File: config.mk
export PLATFORM = sky130hd
export DESIGN_NAME = adc_trim_datapath
export DESIGN_NICKNAME = d
export VERILOG_FILES = /design/src/rtl/adc_trim_pkg.sv /design/src/rtl/trim_cfg_regs.sv /design/src/rtl/trim_lane.sv /design/src/rtl/offset_probe.sv /design/src/rtl/adc_trim_datapath.sv
export SDC_FILE = /design/constraint.sdc
export NUM_CORES = 1
export LEC_CHECK = 0
export BUFFER_PORTS_ARGS = -buffer_cell sky130_fd_sc_hd__buf_4
export CAP_MARGIN = 20
export CELL_PAD_IN_SITES_DETAIL_PLACEMENT = 1
export CELL_PAD_IN_SITES_GLOBAL_PLACEMENT = 2
export CORE_UTILIZATION = 38
export CTS_CLUSTER_SIZE = 28
export DETAILED_ROUTE_END_ITERATION = 8
export PLACE_DENSITY = 0.78
export SLEW_MARGIN = 20
export SYNTH_ARGS = -nofsm -noshare
export SYNTH_HDL_FRONTEND = slang
export SYNTH_SLANG_ARGS = --single-unit
File: constraint.sdc
create_clock -name clk -period 4.7 [get_ports clk]
set_input_delay 0.705 -clock clk [delete_from_list [all_inputs] [get_ports clk]]
set_output_delay 0.705 -clock clk [all_outputs]
set_load 0.05 [all_outputs]
File: src/rtl/adc_trim_pkg.sv
`timescale 1ns/1ps
package adc_trim_pkg;
  localparam int SMP_W   = 14;  // raw and corrected sample width
  localparam int OFF_W   = 12;  // offset trim width, sign-magnitude
  localparam int GAIN_W  = 7;   // gain trim width, sign + factor
  localparam int FRAC_W  = 12;  // gain unity = 2**FRAC_W
  localparam int LOG2N_W = 3;   // capture length exponent width

  typedef enum logic [1:0] {
    SEL_OFF_A  = 2'd0,
    SEL_OFF_B  = 2'd1,
    SEL_GAIN_A = 2'd2,
    SEL_GAIN_B = 2'd3
  } trim_sel_e;
endpackage

File: src/rtl/trim_cfg_regs.sv
`timescale 1ns/1ps
module trim_cfg_regs #(
  parameter int OFF_W  = adc_trim_pkg::OFF_W,
  parameter int GAIN_W = adc_trim_pkg::GAIN_W,
  parameter int NCH    = 2
) (
  input  logic                        clk,
  input  logic                        rst_n,
  input  logic                        we,
  input  logic [1:0]                  sel,
  input  logic [OFF_W-1:0]            wdata,
  output logic [NCH-1:0][OFF_W-1:0]   offset,
  output logic [NCH-1:0][GAIN_W-1:0]  gain
);
  // sel[1] picks gain over offset, sel[0] picks the channel
  for (genvar ch = 0; ch < NCH; ch++) begin : g_ch
    logic              off_en, gain_en;
    logic [OFF_W-1:0]  off_nx;
    logic [GAIN_W-1:0] gain_nx;

    always_comb begin
      off_en  = we && !sel[1] && (sel[0] == ch[0]);
      gain_en = we &&  sel[1] && (sel[0] == ch[0]);
      off_nx  = wdata;
      gain_nx = wdata[GAIN_W-1:0];
    end

    always_ff @(posedge clk or negedge rst_n) begin
      if (!rst_n) begin
        offset[ch] <= '0;
        gain[ch]   <= '0;
      end else begin
        if (off_en)  offset[ch] <= off_nx;
        if (gain_en) gain[ch]   <= gain_nx;
      end
    end
  end
endmodule

File: src/rtl/trim_lane.sv
`timescale 1ns/1ps
module trim_lane #(
  parameter int SMP_W  = adc_trim_pkg::SMP_W,
  parameter int OFF_W  = adc_trim_pkg::OFF_W,
  parameter int GAIN_W = adc_trim_pkg::GAIN_W,
  parameter int FRAC_W = adc_trim_pkg::FRAC_W
) (
  input  logic              clk,
  input  logic              rst_n,
  input  logic              in_valid,
  input  logic [SMP_W-1:0]  sample,
  input  logic [OFF_W-1:0]  offset,
  input  logic [GAIN_W-1:0] gain,
  output logic              out_valid,
  output logic [SMP_W-1:0]  result
);
  localparam int MAG_W = OFF_W - 1;
  localparam int X_W   = GAIN_W - 1;
  localparam int DIF_W = SMP_W + 1;
  localparam int FAC_W = FRAC_W + 2;
  localparam int PRD_W = DIF_W + FAC_W + 1;
  localparam logic [FAC_W-1:0]        UNITY  = FAC_W'(1) << FRAC_W;
  localparam logic signed [PRD_W-1:0] HALF   = PRD_W'(1) << (FRAC_W - 1);
  localparam logic signed [PRD_W-1:0] SAT_HI = PRD_W'((1 << (SMP_W - 1)) - 1);
  localparam logic signed [PRD_W-1:0] SAT_LO = -SAT_HI - PRD_W'(1);

  // stage 1: offset subtraction, gain latched with the sample
  logic signed [DIF_W-1:0] mag_s, off_s, diff_nx, diff_q;
  logic [GAIN_W-1:0]       gain_q;
  logic                    v1_q;

  always_comb begin
    mag_s   = $signed({{(DIF_W-MAG_W){1'b0}}, offset[MAG_W-1:0]});
    off_s   = offset[OFF_W-1] ? -mag_s : mag_s;
    diff_nx = $signed({sample[SMP_W-1], sample}) - off_s;
  end

  always_ff @(posedge clk or negedge rst_n) begin
    if (!rst_n) begin
      diff_q <= '0;
      gain_q <= '0;
      v1_q   <= 1'b0;
    end else begin
      v1_q <= in_valid;
      if (in_valid) begin
        diff_q <= diff_nx;
        gain_q <= gain;
      end
    end
  end

  // stage 2: scale, round, clamp
  logic [FAC_W-1:0]        fac;
  logic signed [FAC_W:0]   fac_s;
  logic signed [PRD_W-1:0] prod, rnd;
  logic [SMP_W-1:0]        res_nx;

  always_comb begin
    fac    = gain_q[GAIN_W-1] ? UNITY + FAC_W'(gain_q[X_W-1:0])
                              : UNITY - FAC_W'(gain_q[X_W-1:0]);
    fac_s  = $signed({1'b0, fac});
    prod   = diff_q * fac_s;
    rnd    = (prod + HALF) >>> FRAC_W;
    if (rnd > SAT_HI)      res_nx = SAT_HI[SMP_W-1:0];
    else if (rnd < SAT_LO) res_nx = SAT_LO[SMP_W-1:0];
    else                   res_nx = rnd[SMP_W-1:0];
  end

  always_ff @(posedge clk or negedge rst_n) begin
    if (!rst_n) begin
      result    <= '0;
      out_valid <= 1'b0;
    end else begin
      out_valid <= v1_q;
      if (v1_q) result <= res_nx;
    end
  end
endmodule

File: src/rtl/offset_probe.sv
`timescale 1ns/1ps
module offset_probe #(
  parameter int SMP_W   = adc_trim_pkg::SMP_W,
  parameter int OFF_W   = adc_trim_pkg::OFF_W,
  parameter int LOG2N_W = adc_trim_pkg::LOG2N_W
) (
  input  logic               clk,
  input  logic               rst_n,
  input  logic               start,
  input  logic               chan,
  input  logic [LOG2N_W-1:0] log2n,
  input  logic               smp_valid,
  input  logic [SMP_W-1:0]   smp_a,
  input  logic [SMP_W-1:0]   smp_b,
  output logic               done,
  output logic [OFF_W-1:0]   code
);
  localparam int CNT_W = 2 ** LOG2N_W;
  localparam int ACC_W = SMP_W + CNT_W - 1;

  logic                     run_q, run_nx;
  logic                     ch_q, ch_nx;
  logic [LOG2N_W-1:0]       n_q, n_nx;
  logic [CNT_W-1:0]         cnt_q, cnt_nx, lim;
  logic signed [ACC_W-1:0]  acc_q, acc_nx, sum, avg;
  logic [SMP_W-1:0]         sel;
  logic                     done_nx;
  logic [OFF_W-1:0]         code_nx;

  always_comb begin
    sel     = ch_q ? smp_b : smp_a;
    sum     = acc_q + $signed({{(ACC_W-SMP_W){sel[SMP_W-1]}}, sel});
    avg     = sum >>> n_q;
    lim     = (CNT_W'(1) << n_q) - CNT_W'(1);
    run_nx  = run_q;
    ch_nx   = ch_q;
    n_nx    = n_q;
    cnt_nx  = cnt_q;
    acc_nx  = acc_q;
    done_nx = 1'b0;
    code_nx = code;
    if (start) begin
      run_nx = 1'b1;
      ch_nx  = chan;
      n_nx   = log2n;
      cnt_nx = '0;
      acc_nx = '0;
    end else if (run_q && smp_valid) begin
      acc_nx = sum;
      cnt_nx = cnt_q + CNT_W'(1);
      if (cnt_q == lim) begin
        run_nx  = 1'b0;
        done_nx = 1'b1;
        code_nx = {avg[SMP_W-1], avg[OFF_W-2:0]};
      end
    end
  end

  always_ff @(posedge clk or negedge rst_n) begin
    if (!rst_n) begin
      run_q <= 1'b0;
      ch_q  <= 1'b0;
      n_q   <= '0;
      cnt_q <= '0;
      acc_q <= '0;
      done  <= 1'b0;
      code  <= '0;
    end else begin
      run_q <= run_nx;
      ch_q  <= ch_nx;
      n_q   <= n_nx;
      cnt_q <= cnt_nx;
      acc_q <= acc_nx;
      done  <= done_nx;
      code  <= code_nx;
    end
  end
endmodule

File: src/rtl/adc_trim_datapath.sv
`timescale 1ns/1ps
module adc_trim_datapath #(
  parameter int SMP_W   = adc_trim_pkg::SMP_W,
  parameter int OFF_W   = adc_trim_pkg::OFF_W,
  parameter int GAIN_W  = adc_trim_pkg::GAIN_W,
  parameter int FRAC_W  = adc_trim_pkg::FRAC_W,
  parameter int LOG2N_W = adc_trim_pkg::LOG2N_W
) (
  input  logic               clk,
  input  logic               rst_n,
  input  logic               smp_valid,
  input  logic [SMP_W-1:0]   smp_a,
  input  logic [SMP_W-1:0]   smp_b,
  input  logic               cfg_we,
  input  logic [1:0]         cfg_addr,
  input  logic [OFF_W-1:0]   cfg_wdata,
  input  logic               cap_start,
  input  logic               cap_chan,
  input  logic [LOG2N_W-1:0] cap_log2n,
  output logic               out_valid,
  output logic [SMP_W-1:0]   out_a,
  output logic [SMP_W-1:0]   out_b,
  output logic               cap_done,
  output logic [OFF_W-1:0]   cap_code
);
  localparam int NCH = 2;

  // asynchronous assertion, synchronous release
  logic [1:0] rst_sync_q;
  logic       rst_i_n;

  always_ff @(posedge clk or negedge rst_n) begin
    if (!rst_n) rst_sync_q <= '0;
    else        rst_sync_q <= {rst_sync_q[0], 1'b1};
  end
  assign rst_i_n = rst_sync_q[1];

  logic [NCH-1:0][OFF_W-1:0]  trim_off;
  logic [NCH-1:0][GAIN_W-1:0] trim_gain;
  logic [NCH-1:0][SMP_W-1:0]  lane_in, lane_out;
  logic [NCH-1:0]             lane_vld;

  assign lane_in[0] = smp_a;
  assign lane_in[1] = smp_b;

  trim_cfg_regs #(.OFF_W(OFF_W), .GAIN_W(GAIN_W), .NCH(NCH)) u_regs (
    .clk    (clk),
    .rst_n  (rst_i_n),
    .we     (cfg_we),
    .sel    (cfg_addr),
    .wdata  (cfg_wdata),
    .offset (trim_off),
    .gain   (trim_gain)
  );

  for (genvar ch = 0; ch < NCH; ch++) begin : g_lane
    trim_lane #(.SMP_W(SMP_W), .OFF_W(OFF_W), .GAIN_W(GAIN_W), .FRAC_W(FRAC_W)) u_lane (
      .clk       (clk),
      .rst_n     (rst_i_n),
      .in_valid  (smp_valid),
      .sample    (lane_in[ch]),
      .offset    (trim_off[ch]),
      .gain      (trim_gain[ch]),
      .out_valid (lane_vld[ch]),
      .result    (lane_out[ch])
    );
  end

  assign out_valid = lane_vld[0];
  assign out_a     = lane_out[0];
  assign out_b     = lane_out[1];

  offset_probe #(.SMP_W(SMP_W), .OFF_W(OFF_W), .LOG2N_W(LOG2N_W)) u_probe (
    .clk       (clk),
    .rst_n     (rst_i_n),
    .start     (cap_start),
    .chan      (cap_chan),
    .log2n     (cap_log2n),
    .smp_valid (smp_valid),
    .smp_a     (smp_a),
    .smp_b     (smp_b),
    .done      (cap_done),
    .code      (cap_code)
  );
endmodule

## Yosys cells after proc, flatten, opt, wreduce, memory -nomap -nowiden

Index checks and enable logic that the tools add are counted.

- Flip-flop bits (word level): 161

- Order comparisons: 4
- Muxes and demuxes: 19
- Shift-type cells: 2
- Reductions and logical operators: 12
- $add $sub $neg: 13
- Equal/unequal tests: 1
- Bitwise logic cells: 2
- $mul: 2

Operators with widths:

| kind | count |
|---|---|
| 14-bit two-way mux | 7 |
| 30-bit by 13-bit adder with 30-bit output (second input constant) | 2 |
| 15-bit by 15-bit multiplier with 30-bit output | 2 |
| 21-bit two-way mux | 2 |
| 18-bit by 14-bit > comparator with 1-bit output (second input constant) | 2 |
| 18-bit by 14-bit < comparator with 1-bit output (second input constant) | 2 |
| 15-bit two-way mux | 2 |
| 11-bit negator with 15-bit output | 2 |
| 14-bit by 15-bit subtractor with 15-bit output | 2 |
| 13-bit by 6-bit adder with 14-bit output (first input constant) | 2 |
| 13-bit by 6-bit subtractor with 14-bit output (first input constant) | 2 |
| 21-bit by 14-bit adder with 21-bit output | 1 |
| 21-bit by 3-bit >>> shifter with 14-bit output | 1 |
| 8-bit two-way mux | 2 |
| 8-bit by 1-bit adder with 8-bit output (second input constant) | 1 |
| 8-bit == test | 1 |
| 1-bit by 3-bit << shifter with 8-bit output (first input constant) | 1 |
| 8-bit by 2-bit subtractor with 8-bit output (second input constant) | 1 |
| 1-bit logical AND | 7 |
| 1-bit two-way mux | 6 |
| 2-bit nonzero test | 2 |
| 3-bit AND reduction | 1 |
| 1-bit NOT | 2 |
| 2-bit AND reduction | 1 |
| 1-bit logical NOT | 1 |

## Longest topological paths before layout

Gate-level depths: netlist of run 1.

- Depth in word-level cells: 7
- Depth in mapped cells: 30
- Mapped depth without buffers: 28

## By module

Synthesis of run 1 repeated with hierarchy kept, for this count alone.

- Cells, all modules: 2758
- Area total of the unflattened synthesis: 25729.7 um2

By module, submodules not included:

| module | cells each | instances | seq. area each (um2) | area each (um2) |
|---|---|---|---|---|
| trim_lane (g_lane[1].u_lane) | 1130 | 1 | 950.9 | 10371.2 |
| trim_lane (g_lane[0].u_lane) | 1077 | 1 | 950.9 | 10013.4 |
| offset_probe | 466 | 1 | 1176.1 | 3867.5 |
| trim_cfg_regs | 82 | 1 | 950.9 | 1423.9 |
| adc_trim_datapath | 3 | 1 | 50.0 | 53.8 |

## Worst setup path before layout of run 1

OpenSTA, ideal clock, no wires.

- Path type: register -> register
- From: register g_lane[1].u_lane.gain_q[2]
- To: register g_lane[1].u_lane.result[9]
- Cell stages (with the launch flop): 28
- Arrival time: 7.568 ns
- Path slack: -2.994 ns
- Clock period less this slack: 7.694 ns
- Buffers on the path: 2
- Cells stage by stage: dfrtp_1 nor3_1 a21oi_1 xnor2_1 clkbuf_1 nor2b_1 fa_1 inv_1 fa_1 inv_1 fa_1 fa_1 fa_1 inv_1 fa_1 inv_1 ha_1 a21o_1 a31oi_1 nand2b_1 o21ai_0 o21ai_0 a21oi_2 or2_4 and3_1 o41a_1 buf_6 a221o_1

- Word-level cells in the longest chain between the ends: 7
- Elaborated cells between the ends (all ways): 9
- Those cells by class: add/sub: 3; mul: 1; order compare: 2; mux: 3

RTL lines:

| item | RTL line | source |
|---|---|---|
| start: declaration | trim_lane.sv:29 | `logic [GAIN_W-1:0] gain_q;` |
| start signal: assignment | trim_lane.sv:47 | `gain_q <= gain;` |
| 13-bit by 6-bit subtractor with 14-bit output / 13-bit by 6-bit adder with 14-bit output (equally long branches) | trim_lane.sv:60, trim_lane.sv:59 |  |
| 14-bit two-way mux * | trim_lane.sv:59 | `fac = gain_q[GAIN_W-1] ? UNITY + FAC_W'(gain_q[X_W-1:0])` |
| 15-bit by 15-bit multiplier with 30-bit output * | trim_lane.sv:62 | `prod = diff_q * fac_s;` |
| 30-bit by 13-bit adder with 30-bit output * | trim_lane.sv:63 | `rnd = (prod + HALF) >>> FRAC_W;` |
| 18-bit by 14-bit < comparator with 1-bit output | trim_lane.sv:65 | `else if (rnd < SAT_LO) res_nx = SAT_LO[SMP_W-1:0];` |
| 14-bit two-way mux | trim_lane.sv:65 |  |
| 14-bit two-way mux * | trim_lane.sv:64 | `if (rnd > SAT_HI) res_nx = SAT_HI[SMP_W-1:0];` |
| end signal: assignment | trim_lane.sv:75 | `if (v1_q) result <= res_nx;` |
| end: declaration | trim_lane.sv:15 | `output logic [SMP_W-1:0] result` |

Every way passes the cells marked *; elsewhere a longest branch is shown, timed or not.
A chain may end at the register's enable or synchronous reset.

## Final worst setup path of run 1

- From: register g_lane[1].u_lane.gain_q[2]
- To: register g_lane[1].u_lane.result[1]

Same word-level chain as after synthesis.

==> results list, run 1 <==
- The mapped netlist covers between 20000 and 25000 sq um.
- Sequential area share after synthesis: ~16%
- Final worst clock skew: roughly 0.015 ns
* Maximum cell stage delay along the critical path: 0.55 ns
- The worst setup path is of the reg -> reg kind.
- Die Width: 258 um
- The routed design could run at a clock period as short as around 7.4 ns.
- Setup repair after global routing could not meet its margin everywhere.
- Synth Register Bits: between 150 and 200
- Measured in cells, the most critical reg-to-reg path has a length of 26.
- Using the TritonRoute via totals, the vias-per-cell ratio works out to between 4 and 5.
- Category of cells accounting for the largest share of critical-path delay: adder cells
* Relative slew slack: about 38%
* Area share of the largest cell type after synthesis: between 30% and 40%
- GRT Residual Overflow: 0
* Number of rows in the core area: slightly above 90
- For this run, asynchronously set or reset flops after synthesis account for between 90% and 100%.
- Initial antenna violation count: 0
* Syn Nets: about 3300
- The post-route netlist has around a quarter of its cells at a drive strength greater than 1.
- Before antenna repair, the detailed router went through 5 iterations.
* HPWL Detailed: slightly below 60000 um
- Max FO, Critical Path: 7
- The area growth from synthesis to layout is 26.1%.
- In this run the number of H-tree levels came out at 4.
- Deepest clock path buffer count: 2
* Cell types with the largest area share after synthesis: fa_1 31%, dfrtp_1 16%, ha_1 12%
- Critical path depth: 26
- Startpoint type of the worst setup path: register
- After synthesis, the mean cell area works out to roughly 9.3 sq um.
* Number of antenna-violating nets in the routed design: 0
- Routability-driven placement finished with a final weighted congestion of 0.858.
- Type of the worst min-delay path: reg -> reg
- The worst hold path passes through 0 cells.
- Commonest cells in the synthesized netlist: 568 x inv_1, 383 x fa_1, 241 x nand2_1
- GRT Overall Usage: approximately 22%
- At the worst endpoint, the required time is 5.07 ns.
- The number of hold violations in the final report was 0.
* Final setup violation count: 28
- The final route contains around 20000 vias.
- Result of the run: finished, violations left
* # port buffers: 92
- Number of fill cells in the layout: between 7000 and 8000
- Number of unique standard cell types used by synthesis: 84
- CP most frequent cell: fa_1
* Number of enable flip-flop cells after synthesis: 0
- Dividing the final minimum period by the clock period gives 157%.
- In the final routed layout, each cell accounts on average for approximately 18 um.
- Max Clk Rate: 0.135 GHz
- Sort of element at the end of the critical path: register
- In this run the standard cell core region covers between 60000 and 70000 sq um.
- Area of the multi-input gates: 19500 sq um
- The checks that failed: negative setup slack.
- Clock transition time at the flip-flop clock pins of the worst setup and hold paths: 0.08 ns
- Setup ws final: -2.69 ns
* Overall die height: 258 um
- STA puts the critical path data arrival time at between 7 and 8 ns.
- TritonCTS built the clock tree.
- Number of global-route vias before repair: 22200
- For this run, the number of Yosys warnings is 0.
* DRC violation count after routing: 0
* Starting DRT DRC Count: about 760
- Max-Cap Viols: 0
* Root buffer cell: clkbuf_16
- Most frequently used cell type in the post-synthesis netlist: inv_1
* Global-route wire length before repair: about 120000 um
- IO Count: between 90 and 100
* Biggest area consumer among synthesized cells: fa_1
* Full die area: around 66000 sq um
- The total count of max-transition violations in the final report came to 0.
- The later pin in the worst-skew pair is clocked with a latency of 0.49 ns.
- 0 antenna diodes ended up in the layout.
* Wire length reported by the detailed router: approximately 72000 um
- Number of clock sinks: between 150 and 200
- Initial standard-cell utilization of the core: between 30 and 40%
- Least-Margin Pin Slew: 0.934 ns
- Number of standard cells after synthesis: 2659
- Number of CTS-inserted buffers: 17
* Internal reg-to-reg setup slack: -2.69 ns
- Final worst hold slack: between 0.3 and 0.4 ns
- Final-stage net count: 3727
* Leading register cell type out of synthesis: dfrtp_1
* Slowest cell on crit path: fa_1
- Bufs and invs on worst path: 5
* Maximum number of pins on one net before global-route repair: between 100 and 150
- Summing all flip-flop and latch instances after layout gives 4040 sq um.
==> worst reg2reg max path: cells and delay by family, from the launching register on <==
family / cells / cell delay (ns)
AO/OA/AOI/OAI: 10 / 2.45
flip-flops: 1 / 0.47
XOR/XNOR: 1 / 0.15
buffers and inverters: 5 / 0.47
adder cells (fa/ha/maj): 7 / 3.19
AND/OR/NAND/NOR: 3 / 0.55
==> metal layers <==
layer	global-route usage (%)	vias up	wire [um]
met3	2.46	46	2210
met1	30.4	10000	33500
li1	-	9187	-
met4	4.73	0	856
met2	37.3	276	35300
met5	0	-	0
==> sequential cells by signal (all words and copies together) (netlist names), 8 cells and up <==
signal	count
g_lane.u_lane.diff_q	30
g_lane.u_lane.result	28
u_regs.offset	24
u_probe.acc_q	21
g_lane.u_lane.gain_q	14
u_regs.gain	14
u_probe.code	12
u_probe.cnt_q	8
==> path summary, 6_finish.rpt <==
check / end / from
min: rst_sync_q[1] / rst_sync_q[0]
max reg2reg: g_lane[1].u_lane.result[1] / g_lane[1].u_lane.gain_q[2]
max in group asynchronous: u_probe.cnt_q[5] / rst_sync_q[1]
max: g_lane[1].u_lane.result[1] / g_lane[1].u_lane.gain_q[2]
min reg2reg: rst_sync_q[1] / rst_sync_q[0]
min in group asynchronous: u_regs.gain[8] / rst_sync_q[1]
==> metrics by stage <==
stage               std cells  worst slack (ns)  area [sq um]  setup TNS [ns]  util [%]
floorplan                2659             -2.53         25100          -65.33         -
CTS                      3892             -2.64         30300          -70.31      47.1
global placement         3832             -2.78         29000          -74.59      44.9
detailed placement       3832             -2.95         29000          -80.14      44.9
global route             3927             -2.90         31300          -77.02      48.6
finish                   3927             -2.69         31300          -70.86      48.6
==> placed cells by master (no fill, tap or decap), types with 11 or more instances in the layout <==
cell type  instances
a21oi_1           77
or2_2             11
buf_12            12
fa_2              13
dfrtp_1          158
mux2_2            70
a21o_1            26
nand3_1           18
nor3_1            30
ha_1             210
nor2_2            12
nor2_1            90
nand2_1          231
xnor2_1           51
o31ai_1           18
inv_2             20
mux2i_1           13
buf_6             22
buf_4            438
nand2b_1          20
nor2b_1           95
xor2_1            44
o21ai_0           59
o21a_1            14
or3_1             13
and2_1            64
inv_1            548
a221o_1           13
fa_1             370
clkbuf_16         23
a21oi_2           11
ha_4              23
a211oi_1          13
==> final cells by class <==
type / instances / area share (%)
Inverter: 571 / 6.87
Tap cell: 855 / 3.42
Clock inverter: 15 / 0.592
Clock buffer: 17 / 1.36
Timing Repair Buffer: 479 / 12.6
Sequential cell: 161 / 12.9
Multi-Input combinational cell: 1829 / 62.3
==> cell families after synthesis <==
group                    Yosys count  synth area share [%]
AO/OA/AOI/OAI                    343                  9.42
XOR/XNOR                         105                  3.76
adder cells (fa/ha/maj)          617                  42.7
buffers and inverters            671                  10.2
flip-flops                       161                  16.2
multiplexers                      93                  4.48
other                              1                0.0151
AND/OR/NAND/NOR                  668                  13.2
==> timing repair <==
| item | CTS | global route |
|---|---|---|
| endpoints found under the hold margin | 2 | 0 |
| resized for setup | 89 | 124 |
| endpoints found under the setup margin | 28 | 28 |
| hold buffers | 1 | 0 |
| pin swaps | 83 | 105 |
| setup buffers | 25 | 31 |
| cloned | 3 | 5 |
Power of run 1 is left out: the tool's default activity adds up to more than one toggle a clock period on the data nets, which glitch-free logic cannot reach.
==> inputs of run 2 (changes only) <==
==> constraint.sdc (replaced) <==
create_clock -name clk -period 4.7 [get_ports clk]
set_input_delay 0.47 -clock clk [delete_from_list [all_inputs] [get_ports clk]]
set_output_delay 0.47 -clock clk [all_outputs]
set_load 0.05 [all_outputs]
==> results list, run 2 (synthesis results as in run 1) <==
- Result of the run: finished, violations left (unchanged)
* Violated checks: negative setup slack (unchanged)
- Count of inserted antenna diode cells: 0 (unchanged)
* Max Clk Rate: 0.136 GHz (was 0.135 GHz)
- The number of buffers added on ports was 92 (unchanged).
- Slowest cell on crit path: fa_1 (unchanged)
- The total count of max-transition violations in the final report is 0 (unchanged).
- Flip-flop count of the largest register, all copies and words added: 30 (unchanged)
- Root buffer cell: clkbuf_16 (unchanged)
- The placeable core region came to 64500 sq um (unchanged).
- The pin count of the biggest net entering global routing was 103 (unchanged).
- Type of the worst min-delay path: in -> reg (was reg -> reg)
* Fin. Hold Viols: 0 (unchanged)
- Routability congestion estimate from global placement: 0.858 (unchanged)
- TritonCTS clock tree: done (unchanged)
- The final cycle utilization of the critical path is 157% (about the same).
- Max-Cap Viols: 0 (unchanged)
* Biggest regs: g_lane.u_lane.diff_q: 30 flops, g_lane.u_lane.result: 28 flops, u_regs.offset: 24 flops (unchanged)
* Total iterations of the first detailed-routing run: 5 (unchanged)
- Most common cell after layout, fill and taps aside: inv_1 (unchanged)
- The critical path required time came to 5.06 ns (was 5.07 ns).
- Relative slew slack: 39.6% (was 37.7%)
- The type of the worst setup path was reg -> reg (unchanged).
* Ratio of cells with drive above 1 in the final layout: 26.4% (was 26.0%)
* Hold Path Cell Cnt: 3 (was 0)
* Deepest clock path buffer count: 2 (unchanged)
* R2r worst-path depth: 29 (was 26)
- Reg-to-reg startpoint: g_lane[1].u_lane.gain_q[2] (unchanged)
* Full die area: 66400 sq um (unchanged)
- Minimum clock period after layout: 7.36 ns (was 7.39 ns)
* DRC violation count after routing: 0 (unchanged)
- Area Overhead vs Synth: 25.6% (was 26.1%)
* IO Count: 93 (unchanged)
- The number of nets in the final layout came to 3727 (unchanged).
* Final setup violation count: 28 (unchanged)
- Number of CTS-inserted buffers: 17 (unchanged)
- The via count came to 19500 (about the same).
- The count of standard-cell rows was 93 (unchanged).
* Routed wirelength normalized by instance count: 18.2 um (was 18.3 um)
- The endpoint of the worst hold path is u_probe.n_q[1] (was rst_sync_q[1]).
- The highest net fanout along the worst path came to 12 (was 7).
- Least-Margin Pin Slew: 0.905 ns (was 0.934 ns)
* Setup repair after global routing missed its margin: true (unchanged)
- Top library cells by usage in the layout, fill and taps aside: 540 x inv_1, 439 x buf_4, 370 x fa_1, 223 x nand2_1, 209 x ha_1 (was 548 x inv_1, 438 x buf_4, 370 x fa_1, 231 x nand2_1, 210 x ha_1).
- The maximum single-stage delay on the critical path is 0.53 ns (was 0.55 ns).
* Launch point of the critical path: g_lane[1].u_lane.gain_q[2] (unchanged)
- The clock network latency to the later pin of the worst-skew pair was 0.49 ns (about the same).
* GRT Overall Usage: 22.3% (was 22.1%)
* Register name with the most flops: g_lane.u_lane.diff_q (unchanged)
- The worst hold slack after final layout was 0.188 ns (was 0.353 ns).
- The clock transition at the registers of the reported paths is 0.09 ns (was 0.08 ns).
- The residual antenna-violating net count after detailed routing was 0 (unchanged).
- The via density per instance came to 4.97 (was 4.98).
- The total global routing overflow is 0 (unchanged).
- Die Width: 258 um (unchanged)
- Wire length reported by the detailed router: 71600 um (was 71800 um)
- Setup ws final: -2.66 ns (was -2.69 ns)
- Global-route wire length before repair: 118000 um (was 117000 um)
- HPWL Detailed: 57700 um (was 57600 um)
- The largest clock skew in the final design came to 0.0215 ns (was 0.0155 ns).
- CTS HTree Levels: 4 (unchanged)
* Number of global-route vias before repair: 22400 (was 22200)
- Starting DRT DRC Count: 661 (was 762)
- Overall die height: 258 um (unchanged)
- Internal reg-to-reg setup slack: -2.66 ns (was -2.69 ns)
- The worst endpoint data arrival time is 7.73 ns (was 7.76 ns).
* End of the worst register-to-register path: g_lane[1].u_lane.result[12] (was g_lane[1].u_lane.result[1])
* Sort of element at the end of the critical path: register (unchanged)
* Number of clock sinks: 161 (unchanged)
- The initial cell density of the core is 38.5% (unchanged).
- Startpoint of the tightest hold check path: cap_log2n[1] (was rst_sync_q[0])
- Initial antenna violation count: 0 (unchanged)
- CP most frequent cell: fa_1 (unchanged)
- Startpoint type of the worst setup path: register (unchanged)
==> run 2: cell types whose count changed in the layout (fill, tap and decap cells not counted), sizes merged <==
cell	change
buf	+5
bufinv	-1
clkinv	+3
clkbuf	-5
clkinvlp	-2
==> run 2: final cells by class <==
class	instances	area, sq um
flip-flops and latches	161	4040
multi-input cells	1829	19400
clock inverters	15	196
repair buffers	479	3920
clock buffers	17	425
inverters	571	2150
fillers	7347	33300
well taps	855	1070
==> run 2: metal layers <==
metal / vias up / global-route usage (%) / wire, um
met5: - / 0 / 0
met4: 0 / 4.57 / 986
met3: 67 / 2.67 / 2020
met2: 268 / 37.7 / 34900
met1: 9999 / 30.8 / 33700
li1: 9194 / - / -
==> run 2: how the worst max path moves through the flow <==
stage | depth (start not counted) | end
floorplan | 27 | g_lane[1].u_lane.result[9]
global placement | 27 | g_lane[0].u_lane.result[0]
detailed placement | 26 | g_lane[0].u_lane.result[0]
CTS | 25 | g_lane[1].u_lane.result[0]
global route | 29 | g_lane[1].u_lane.result[1]
finish | 29 | g_lane[1].u_lane.result[12]
==> run 2: what timing repair did <==
item                                    CTS  global route
setup buffers                            39            18
cloned                                    5             1
hold endpoints to repair                  2             0
endpoints found under the setup margin   28            28
pin swaps                                99            77
resized for setup                       144            75
hold buffers                              1             0
==> run 2: worst max-delay path: cells and delay by family (launching register included) <==
family          cells  cell delay, ns
buf+inv             9            0.88
simple gates        4            0.80
fa+ha+maj           7            2.80
compound gates      9            2.33
flops               1            0.44
==> run 2: through the flow <==
step	utilization (%)	cell area [sq um]	worst slack (ns)	setup TNS, ns	instances
2_1_floorplan	-	25100	-2.53	-65.33	2659
3_3_place_gp	44.9	29000	-2.78	-74.59	3831
3_5_place_dp	44.9	29000	-2.95	-80.29	3831
4_1_cts	47.6	30700	-2.63	-69.01	3908
5_1_grt	48.4	31200	-2.86	-75.82	3927
6_report	48.4	31200	-2.66	-69.73	3927
Power of run 2 is left out for the same reason.
